## config.mk

```make
export PLATFORM = sky130hd
export DESIGN_NAME = vdp_reg_port
export DESIGN_NICKNAME = d
export VERILOG_FILES = /design/src/rtl/vdp_port_pkg.sv /design/src/rtl/vdp_ctrl_seq.sv /design/src/rtl/vdp_status_sel.sv /design/src/rtl/vdp_regfile.sv /design/src/rtl/vdp_reg_port.sv
export SDC_FILE = /design/constraint.sdc
export NUM_CORES = 1
export LEC_CHECK = 0
export BUFFER_PORTS_ARGS = -buffer_cell sky130_fd_sc_hd__buf_2
export CAP_MARGIN = 20
export CORE_MARGIN = 4
export CORE_UTILIZATION = 25
export CTS_CLUSTER_DIAMETER = 40
export DETAILED_ROUTE_END_ITERATION = 10
export PLACE_DENSITY = 0.55
export SLEW_MARGIN = 10
export SYNTH_ARGS = -nofsm -noshare
export SYNTH_HDL_FRONTEND = slang
export SYNTH_SLANG_ARGS = --single-unit
```

## constraint.sdc

```tcl
create_clock -name clk -period 4.3 [get_ports clk]
set_input_delay 0.43 -clock clk [delete_from_list [all_inputs] [get_ports clk]]
set_output_delay 0.43 -clock clk [all_outputs]
set_load 0.05 [all_outputs]
```

## src/rtl/vdp_port_pkg.sv

```systemverilog
package vdp_port_pkg;
  localparam int IDX_W      = 6;
  localparam int R_VRAM_HI  = 14;
  localparam int R_STAT_SEL = 15;
  localparam int R_IND      = 17;
  localparam int R_CMD      = 46;
  localparam int HOLE_LO    = 24;
  localparam int HOLE_HI    = 31;
  localparam int SEL_W      = 4;
endpackage

```

## src/rtl/vdp_ctrl_seq.sv

```systemverilog
module vdp_ctrl_seq
  import vdp_port_pkg::*;
#(
  parameter int DW = 8
) (
  input  logic                clk,
  input  logic                rst_n,
  input  logic                wr,
  input  logic [DW-1:0]       wdata,
  input  logic                rd,
  output logic                reg_we,
  output logic [IDX_W-1:0]    reg_idx,
  output logic [DW-1:0]       reg_data,
  output logic                vram_stb,
  output logic [IDX_W+DW-1:0] vram_addr,
  output logic                vram_wr
);
  localparam int AW = IDX_W + DW;

  logic          second;
  logic [DW-1:0] first_q;

  assign reg_we   = wr && !rd && second && wdata[DW-1];
  assign reg_idx  = wdata[IDX_W-1:0];
  assign reg_data = first_q;

  always_ff @(posedge clk) begin
    if (!rst_n) begin
      second    <= 1'b0;
      first_q   <= '0;
      vram_stb  <= 1'b0;
      vram_addr <= '0;
      vram_wr   <= 1'b0;
    end else begin
      vram_stb <= 1'b0;
      if (rd) begin
        second <= 1'b0;
      end else if (wr) begin
        if (!second) begin
          first_q <= wdata;
          second  <= 1'b1;
        end else begin
          second <= 1'b0;
          if (!wdata[DW-1]) begin
            vram_stb  <= 1'b1;
            vram_addr <= AW'({wdata[IDX_W-1:0], first_q});
            vram_wr   <= wdata[IDX_W];
          end
        end
      end
    end
  end

  assert_rd_rearms_R3: assert property (@(posedge clk) disable iff (!rst_n)
    rd |=> !second);

  assert_setup_source_R2: assert property (@(posedge clk) disable iff (!rst_n)
    vram_stb |-> $past(wr && !rd && !wdata[DW-1]));
endmodule

```

## src/rtl/vdp_status_sel.sv

```systemverilog
module vdp_status_sel
  import vdp_port_pkg::*;
#(
  parameter int DW    = 8,
  parameter int NSTAT = 10
) (
  input  logic                  clk,
  input  logic                  rst_n,
  input  logic                  frame_tick,
  input  logic                  rd,
  input  logic [SEL_W-1:0]      sel,
  input  logic [DW-2:0]         s0_low,
  input  logic [(NSTAT-1)*DW-1:0] stat_in,
  output logic [DW-1:0]         rdata,
  output logic                  irq
);
  logic flag;
  logic clr;

  assign clr = rd && (sel == '0);
  assign irq = flag;

  always_ff @(posedge clk) begin
    if (!rst_n)          flag <= 1'b0;
    else if (frame_tick) flag <= 1'b1;
    else if (clr)        flag <= 1'b0;
  end

  always_comb begin
    rdata = '1;
    if (sel == '0) rdata = {flag, s0_low};
    for (int k = 1; k < NSTAT; k++) begin
      if (sel == SEL_W'(k)) rdata = stat_in[(k-1)*DW +: DW];
    end
  end

  assert_irq_hold_R5: assert property (@(posedge clk) disable iff (!rst_n)
    flag && !clr |=> flag);

  assert_irq_clear_R5: assert property (@(posedge clk) disable iff (!rst_n)
    clr && !frame_tick |=> !irq);
endmodule

```

## src/rtl/vdp_regfile.sv

```systemverilog
module vdp_regfile
  import vdp_port_pkg::*;
#(
  parameter int DW   = 8,
  parameter int NREG = 47
) (
  input  logic               clk,
  input  logic               rst_n,
  input  logic               c_we,
  input  logic [IDX_W-1:0]   c_idx,
  input  logic [DW-1:0]      c_data,
  input  logic               i_valid,
  input  logic [DW-1:0]      i_data,
  output logic               i_ready,
  output logic [NREG*DW-1:0] regs_flat,
  output logic               cmd_start
);
  logic [DW-1:0]    ind_reg;
  logic [IDX_W-1:0] i_idx;
  logic             i_inh;

  assign ind_reg = regs_flat[R_IND*DW +: DW];
  assign i_idx   = ind_reg[IDX_W-1:0];
  assign i_inh   = ind_reg[DW-1];
  assign i_ready = 1'b1;

  for (genvar g = 0; g < NREG; g++) begin : g_reg
    localparam bit IMPL = (g < HOLE_LO) || (g > HOLE_HI);
    if (IMPL) begin : g_impl
      logic [DW-1:0] q;
      always_ff @(posedge clk) begin
        if (!rst_n)
          q <= '0;
        else if (c_we && c_idx == IDX_W'(g))
          q <= c_data;
        else if (i_valid && i_idx == IDX_W'(g))
          q <= i_data;
        else if (g == R_IND && i_valid && !i_inh)
          q <= {q[DW-1:IDX_W], q[IDX_W-1:0] + IDX_W'(1)};
      end
      assign regs_flat[g*DW +: DW] = q;
    end else begin : g_hole
      assign regs_flat[g*DW +: DW] = '0;
    end
  end

  always_ff @(posedge clk) begin
    if (!rst_n) cmd_start <= 1'b0;
    else cmd_start <= (c_we && c_idx == IDX_W'(R_CMD)) ||
                      (i_valid && i_idx == IDX_W'(R_CMD));
  end

  assert_ind_step_R6: assert property (@(posedge clk) disable iff (!rst_n)
    i_valid && !i_inh && i_idx != IDX_W'(R_IND) && !(c_we && c_idx == IDX_W'(R_IND))
    |=> i_idx == IDX_W'($past(i_idx) + IDX_W'(1)));

  assert_ind_inhibit_R6: assert property (@(posedge clk) disable iff (!rst_n)
    i_valid && i_inh && i_idx != IDX_W'(R_IND) && !(c_we && c_idx == IDX_W'(R_IND))
    |=> $stable(ind_reg));

  assert_cmd_pulse_R8: assert property (@(posedge clk) disable iff (!rst_n)
    c_we && c_idx == IDX_W'(R_CMD)
    |=> cmd_start && regs_flat[R_CMD*DW +: DW] == $past(c_data));
endmodule

```

## src/rtl/vdp_reg_port.sv

```systemverilog
module vdp_reg_port
  import vdp_port_pkg::*;
#(
  parameter int DW    = 8,
  parameter int NREG  = 47,
  parameter int NSTAT = 10
) (
  input  logic                    clk,
  input  logic                    rst_n,
  input  logic                    ctrl_wr,
  input  logic [DW-1:0]           ctrl_wdata,
  input  logic                    ctrl_rd,
  output logic [DW-1:0]           ctrl_rdata,
  input  logic                    ind_valid,
  output logic                    ind_ready,
  input  logic [DW-1:0]           ind_data,
  input  logic                    frame_tick,
  input  logic [DW-2:0]           s0_flags,
  input  logic [(NSTAT-1)*DW-1:0] stat_in,
  output logic                    irq,
  output logic [NREG*DW-1:0]      regs_out,
  output logic [2:0]              vram_hi,
  output logic                    vram_setup_stb,
  output logic [IDX_W+DW-1:0]     vram_setup_addr,
  output logic                    vram_setup_wr,
  output logic                    cmd_start,
  output logic [3:0]              cmd_code,
  output logic [3:0]              cmd_logop
);
  logic             c_we;
  logic [IDX_W-1:0] c_idx;
  logic [DW-1:0]    c_data;
  logic [DW-1:0]    cmd_reg;

  vdp_ctrl_seq #(.DW(DW)) u_seq (
    .clk(clk), .rst_n(rst_n), .wr(ctrl_wr), .wdata(ctrl_wdata), .rd(ctrl_rd),
    .reg_we(c_we), .reg_idx(c_idx), .reg_data(c_data),
    .vram_stb(vram_setup_stb), .vram_addr(vram_setup_addr), .vram_wr(vram_setup_wr)
  );

  vdp_regfile #(.DW(DW), .NREG(NREG)) u_regs (
    .clk(clk), .rst_n(rst_n), .c_we(c_we), .c_idx(c_idx), .c_data(c_data),
    .i_valid(ind_valid), .i_data(ind_data), .i_ready(ind_ready),
    .regs_flat(regs_out), .cmd_start(cmd_start)
  );

  vdp_status_sel #(.DW(DW), .NSTAT(NSTAT)) u_stat (
    .clk(clk), .rst_n(rst_n), .frame_tick(frame_tick), .rd(ctrl_rd),
    .sel(regs_out[R_STAT_SEL*DW +: SEL_W]), .s0_low(s0_flags), .stat_in(stat_in),
    .rdata(ctrl_rdata), .irq(irq)
  );

  assign cmd_reg   = regs_out[R_CMD*DW +: DW];
  assign cmd_code  = cmd_reg[DW-1 -: 4];
  assign cmd_logop = cmd_reg[3:0];
  assign vram_hi   = regs_out[R_VRAM_HI*DW +: 3];
endmodule

```

# After elaboration in Yosys (flattened, before gate mapping)
# Cells that the tools add are included.
# totals
register_bits,339
inputBits,101
out_inout_bits,414
# op_classes
add_sub_neg,1
mux,93
n_eq_ne,85
n_reduce_logical,134
bitwise_logic,5
# ops
operator,n
8-bit 2-to-1 mux,88
"6-bit == test, second input constant",30
"6-bit by 4-bit == test with 1-bit output, second input constant",16
"6-bit by 5-bit == test with 1-bit output, second input constant",16
1-bit logical AND,83
2-bit nonzero test,40
"6-bit by 3-bit == test with 1-bit output, second input constant",8
"6-bit by 2-bit == test with 1-bit output, second input constant",4
"4-bit by 3-bit == test with 1-bit output, second input constant",4
"6-bit by 1-bit == test with 1-bit output, second input constant",2
6-bit logical NOT,2
"4-bit by 2-bit == test with 1-bit output, second input constant",2
"4-bit == test, second input constant",2
"6-bit by 1-bit adder with 6-bit output, second input constant",1
6-bit 2-to-1 mux,1
1-bit NOT,5
"4-bit by 1-bit == test with 1-bit output, second input constant",1
4-bit logical NOT,1
1-bit 2-to-1 mux,4
4-bit AND reduction,1
4-bit OR reduction,1
3-bit AND reduction,1
3-bit nonzero test,1
1-bit logical NOT,2
other kinds (2),2

# Longest topological paths before layout
# depth
word_depth,11
mapped_depth,7

# Modules after synthesis
# Synthesis repeated with hierarchy kept, for this count alone.
# unflattened
hier_cells,1979
hier_area_um2,16783.6
# by_module_without_submodules
mod,cells_per_inst,area_each_um2,instances,seq_area_each_um2
vdp_regfile,1749,14840.5,1,6266.0
vdp_ctrl_seq,98,996.0,1,500.5
vdp_status_sel,121,864.6,1,20.0
vdp_reg_port,11,82.6,1,0.0

# Worst setup path before layout
# Ideal clock, no wire load.
# synth_timing
kind,flip-flop to output port
startpoint,register u_regs.g_reg[15].g_impl.q[1]
endpoint,output ctrl_rdata[5]
slack_ns,1.168
t_required_ns,3.870
stages_incl_launch_ff,7
n_path_buf,2
t_arrival_ns,2.702
path_cell_list,dfxtp_1 clkbuf_1 or3b_2 clkbuf_1 nor3_1 a21o_1 a311oi_1
# synth_via
elab_chain_cells,11
# synth_rtl
item,line_no,text
from (decl),vdp_regfile.sv:30,logic [DW-1:0] q;
from (signal assigned),vdp_regfile.sv:35,q <= c_data;
from (signal assigned),vdp_regfile.sv:37,q <= i_data;
from (signal assigned),vdp_regfile.sv:39,"q <= {q[DW-1:IDX_W], q[IDX_W-1:0] + IDX_W'(1)};"
4-bit logical NOT,vdp_status_sel.sv:31,"if (sel == '0) rdata = {flag, s0_low};"
8-bit 2-to-1 mux,vdp_status_sel.sv:31,
8-bit 2-to-1 mux (8 in series),vdp_status_sel.sv:33,if (sel == SEL_W'(k)) rdata = stat_in[(k-1)*DW +: DW];
8-bit 2-to-1 mux (*),vdp_status_sel.sv:33,
to (decl),vdp_reg_port.sv:13,"output logic [DW-1:0] ctrl_rdata,"
# Every way passes the cells marked *; elsewhere a longest branch is shown, timed or not.

# Worst setup path after layout
# layout_timing
startpoint,register u_regs.g_reg[15].g_impl.q[0]
endpoint,output ctrl_rdata[6]
# Same word-level chain as after synthesis.

==> flow_metrics.tcl <==
set metrics [dict create \
    clockBufferDepth 3 \
    timing_worst_setup_path_type "reg -> out" \
    place_congestion 0.852 \
    avgRoutedWirePerCell_um 22.9 \
    outcome "complete, no violations" \
    yosysUniqueCellTypes 63 \
    drt-total-wl_mm 75.8 \
    maxClockFrequency_mhz 311 \
    critPathMaxStageDelay_ps 580 \
    synth_top_family_by_area "compound AO/OA/AOI/OAI gates" \
    die_height_um 266 \
    ys_dominant_reg_cell "sky130_fd_sc_hd__dfxtp_1" \
    finalCritPeriodShare_pct 74.8 \
    hold_violations 0 \
    io_buffer_count 449 \
    cellInternalPower_uw 7050 \
    worst_slew_margin_rel_pct 28.3 \
    peakVddDrop_v 0.000269 \
    share_of_synthesized_cell_area_in_full_adder_half_adder_and_majority_cells_pct 0.300 \
    crit_start "u_regs.g_reg[15].g_impl.q[0]" \
    startpoint_type_of_the_worst_setup_path "register" \
    synth-simple-area-share_pct 16.9 \
    cp.buffers_inverters 2 \
    ys_seq_elements 339 \
    wire_length_of_the_first_global_routing_pass_mm 107 \
    post_synth_xor_area_fraction_pct 0.315 \
    first_global_vias 15300 \
    clk_latency_ps 590 \
    power_density_nw_per_um2 441 \
    cts_tree "done" \
    number_of_enable_type_register_cells_in_the_synthesized_netlist 0 \
    drt-vias-per-instance 4.92 \
    cpMaxStageDelayCell "sky130_fd_sc_hd__dfxtp_1" \
    n_fill_cell 7066 \
    numCtsBuffers 68 \
    initialDrtViolationCount 1240 \
    hold_start "frame_tick" \
    setup_viol 0 \
    postSynthAreaPerCell_um2 8.18 \
    crit-reg2reg-launch "u_regs.g_reg[17].g_impl.q[3]" \
    design.die.area_um2 71000 \
    post-route-drc-count 0 \
    floorplan.initialDensity_pct 25.3 \
    clk_transition_reported_paths_ps 50 \
    critical_path.cell_chain "nor3_1 -> buf_4 -> a22oi_1 -> o21ai_0 -> o221ai_1 -> buf_2" \
    setup-tns-final_ps 0 \
    vias 16300 \
    postSynth.asyncResetShare_pct 0 \
    fin_worst_skew_ps 22.6 \
    grt_start_max_net_pins 141 \
    cp_max_fanout 7 \
    worst-endpoint-required_ps 3870 \
    post_route_cells_drive_above_1_share_pct 27.0 \
    postRouteAntennaNets 0 \
    comb_power_share_pct 7.7 \
    placementRows 94 \
    post-dp-hpwl_mm 50.0 \
    hold_path.class "in -> reg" \
    die_w_um 266 \
    dp_slack_ps 1140 \
    synthCells 2042 \
    netSwitchingFraction_pct 25.9 \
    layout_setup_ws_ps 1080 \
    worst-endpoint-arrival_ps 2790 \
    count_of_maximum_capacitance_violations 0 \
    finalWorstPathRequiredPeriod_ps 3220 \
    power_leakage_uw 0.00914 \
    antenna_found_initial 2 \
    post_synth_mux_area_share_pct 11.1 \
    max_slew.worst_pin.slew_ps 1060 \
    yosysSeqAreaShare_pct 40.6 \
    grt_overflow 0 \
    switchingPower_uw 2460 \
    core_region_area_um2 66000 \
    number_of_warnings_reported_in_the_yosys_synthesis_log 0 \
    globalRouteTotalUtil_pct 20.2 \
    critical_path.endpoint_type "output port" \
    synth-compound-area-share_pct 22.2 \
    final_net_count 2492 \
    post-cts-setup-buffers 0 \
    critical_path.top_delay_family "compound AO/OA/AOI/OAI gates" \
    top_level_ports 515 \
    grt_setup_unrepaired "no" \
    postCtsHoldBufs 0 \
    seqPwrFrac_pct 33.7 \
    cts_resizes 0 \
    cts_root_buf "sky130_fd_sc_hd__clkbuf_16" \
    syn2layout_area_growth_pct 29.2 \
    ctsHtreeMaxLevel 3 \
    timing_max_transition_violations_final 0 \
    drtPass1Iterations 5 \
    synth.cell_area_um2 16700 \
    tritoncts_num_sinks 339 \
    power_frac_clock_pct 58.6 \
]
## synthesized netlist by cell type (all sizes together), types with 6 or more instances
library cell / number / share of area [%]
nand4: 11 / 0.41
clkbuf: 129 / 2.9
dfxtp: 339 / 41
o21ai: 314 / 9.4
nand2b: 12 / 0.45
a31oi: 158 / 5.9
and2: 6 / 0.22
nand3: 40 / 1.3
nand3b: 10 / 0.77
nor2: 30 / 1.6
mux2i: 180 / 11
buf: 138 / 5.5
a21oi: 166 / 5.0
nor2b: 22 / 0.82
a21boi: 17 / 0.76
nand2: 380 / 8.6
nor3b: 9 / 0.55
## path summary, 6_finish.rpt
check / end / slack (ps) / cells after the start
setup reg to reg: u_regs.g_reg[12].g_impl.q[3] / 1480 / 4
hold reg to reg: u_seq.vram_addr[12] / 460 / 2
hold / removal: u_stat.irq / 110 / 3
setup / recovery: ctrl_rdata[6] / 1080 / 6
## worst min-delay path: cells and delay by family
kind / cells / cell delay (ps)
buffers and inverters: 1 / 100
AND/OR/NAND/NOR: 1 / 90
AO/OA/AOI/OAI: 1 / 40
## cell usage in the layout, fill, tap and decap left out, types with 4 or more instances in the layout
cell,n
sky130_fd_sc_hd__a22oi_1,5
sky130_fd_sc_hd__conb_1,65
sky130_fd_sc_hd__ha_1,4
sky130_fd_sc_hd__nor3b_1,4
sky130_fd_sc_hd__dfxtp_1,330
sky130_fd_sc_hd__clkbuf_1,5
sky130_fd_sc_hd__a31oi_1,158
sky130_fd_sc_hd__nand4_1,11
sky130_fd_sc_hd__mux2i_1,180
sky130_fd_sc_hd__and2_1,6
sky130_fd_sc_hd__clkbuf_8,11
sky130_fd_sc_hd__o21ai_0,301
sky130_fd_sc_hd__nand2b_1,12
sky130_fd_sc_hd__buf_2,448
sky130_fd_sc_hd__inv_1,4
sky130_fd_sc_hd__nand3b_4,4
sky130_fd_sc_hd__clkinv_2,10
sky130_fd_sc_hd__nand3b_1,5
sky130_fd_sc_hd__nand3_1,38
sky130_fd_sc_hd__o21ai_1,13
sky130_fd_sc_hd__dfxtp_2,9
sky130_fd_sc_hd__or3_1,5
sky130_fd_sc_hd__nor2_4,11
sky130_fd_sc_hd__clkinvlp_4,10
sky130_fd_sc_hd__nor2_1,12
sky130_fd_sc_hd__o22ai_1,5
sky130_fd_sc_hd__nand2_1,377
sky130_fd_sc_hd__a21oi_1,166
sky130_fd_sc_hd__o221ai_1,5
sky130_fd_sc_hd__clkbuf_16,72
sky130_fd_sc_hd__buf_4,28
sky130_fd_sc_hd__bufinv_16,8
sky130_fd_sc_hd__nor2b_1,22
sky130_fd_sc_hd__nor3b_2,5
sky130_fd_sc_hd__inv_6,5
sky130_fd_sc_hd__a21boi_0,17
sky130_fd_sc_hd__nor2_8,4
## state kept, by name, summed over array words and instances (netlist names)
| signal | count |
|---|---|
| u_regs.g.g_impl.q | 312 |
| u_seq.vram_addr | 14 |
| u_seq.reg_data | 8 |
| u_regs.cmd_start | 1 |
| u_seq.second | 1 |
| u_seq.vram_stb | 1 |
| u_seq.vram_wr | 1 |
| u_stat.irq | 1 |
## cells by family (layout without fill, tap and decap cells)
family,Yosys count,count (layout)
buf+inv,271,607
other cells,2,66
fa+ha+maj,4,4
flops,339,339
simple gates,557,557
xor+xnor,6,6
compound gates,680,680
mux,183,183
## per-stage QoR
stage / hold WS [ps] / cells / total power [uW] / util (%) / area (um^2)
final: 106 / 3306 / 9510 / 32.7 / 21600
after global routing: 82.9 / 3306 / 9800 / 32.7 / 21600
after CTS: 78.9 / 3305 / 9600 / 32.7 / 21600
after detailed placement: 457 / 3181 / 4000 / 29.0 / 19200
after global placement: 451 / 3181 / 3990 / 29.0 / 19200
after floorplan: 506 / 2105 / 3770 / - / 16900
## layer usage
metal	routed length [um]	GRT usage, %	part of all wire (%)	vias up
met5	13	0	0.017	-
met3	6050	5.32	8.0	121
li1	-	-	-	7841
met1	31300	25.0	41	7631
met4	2210	6.91	2.9	2
met2	36300	34.1	48	683
## layout make-up
cell class                 instances  area (um^2)  area share [%]
inverter                           4         15.0          0.0696
sequential                       339         6800            31.5
tap                              864         1080            5.01
timing repair buffer             479         2510            11.6
clock inverter                    37          463            2.15
multi-input combinational       1495         8750            40.6
antenna                            1         2.50          0.0116
clock buffer                      87         1960            9.08
## power by group through the flow
stage / Clock (uW) / Combinational [uW] / Sequential (uW)
after floorplan: 0 / 470 / 3300
after global placement: 0 / 725 / 3270
after detailed placement: 0 / 728 / 3270
after CTS: 5660 / 729 / 3210
after global routing: 5820 / 773 / 3210
final: 5570 / 727 / 3210
Power figures use the tool's default switching activity.
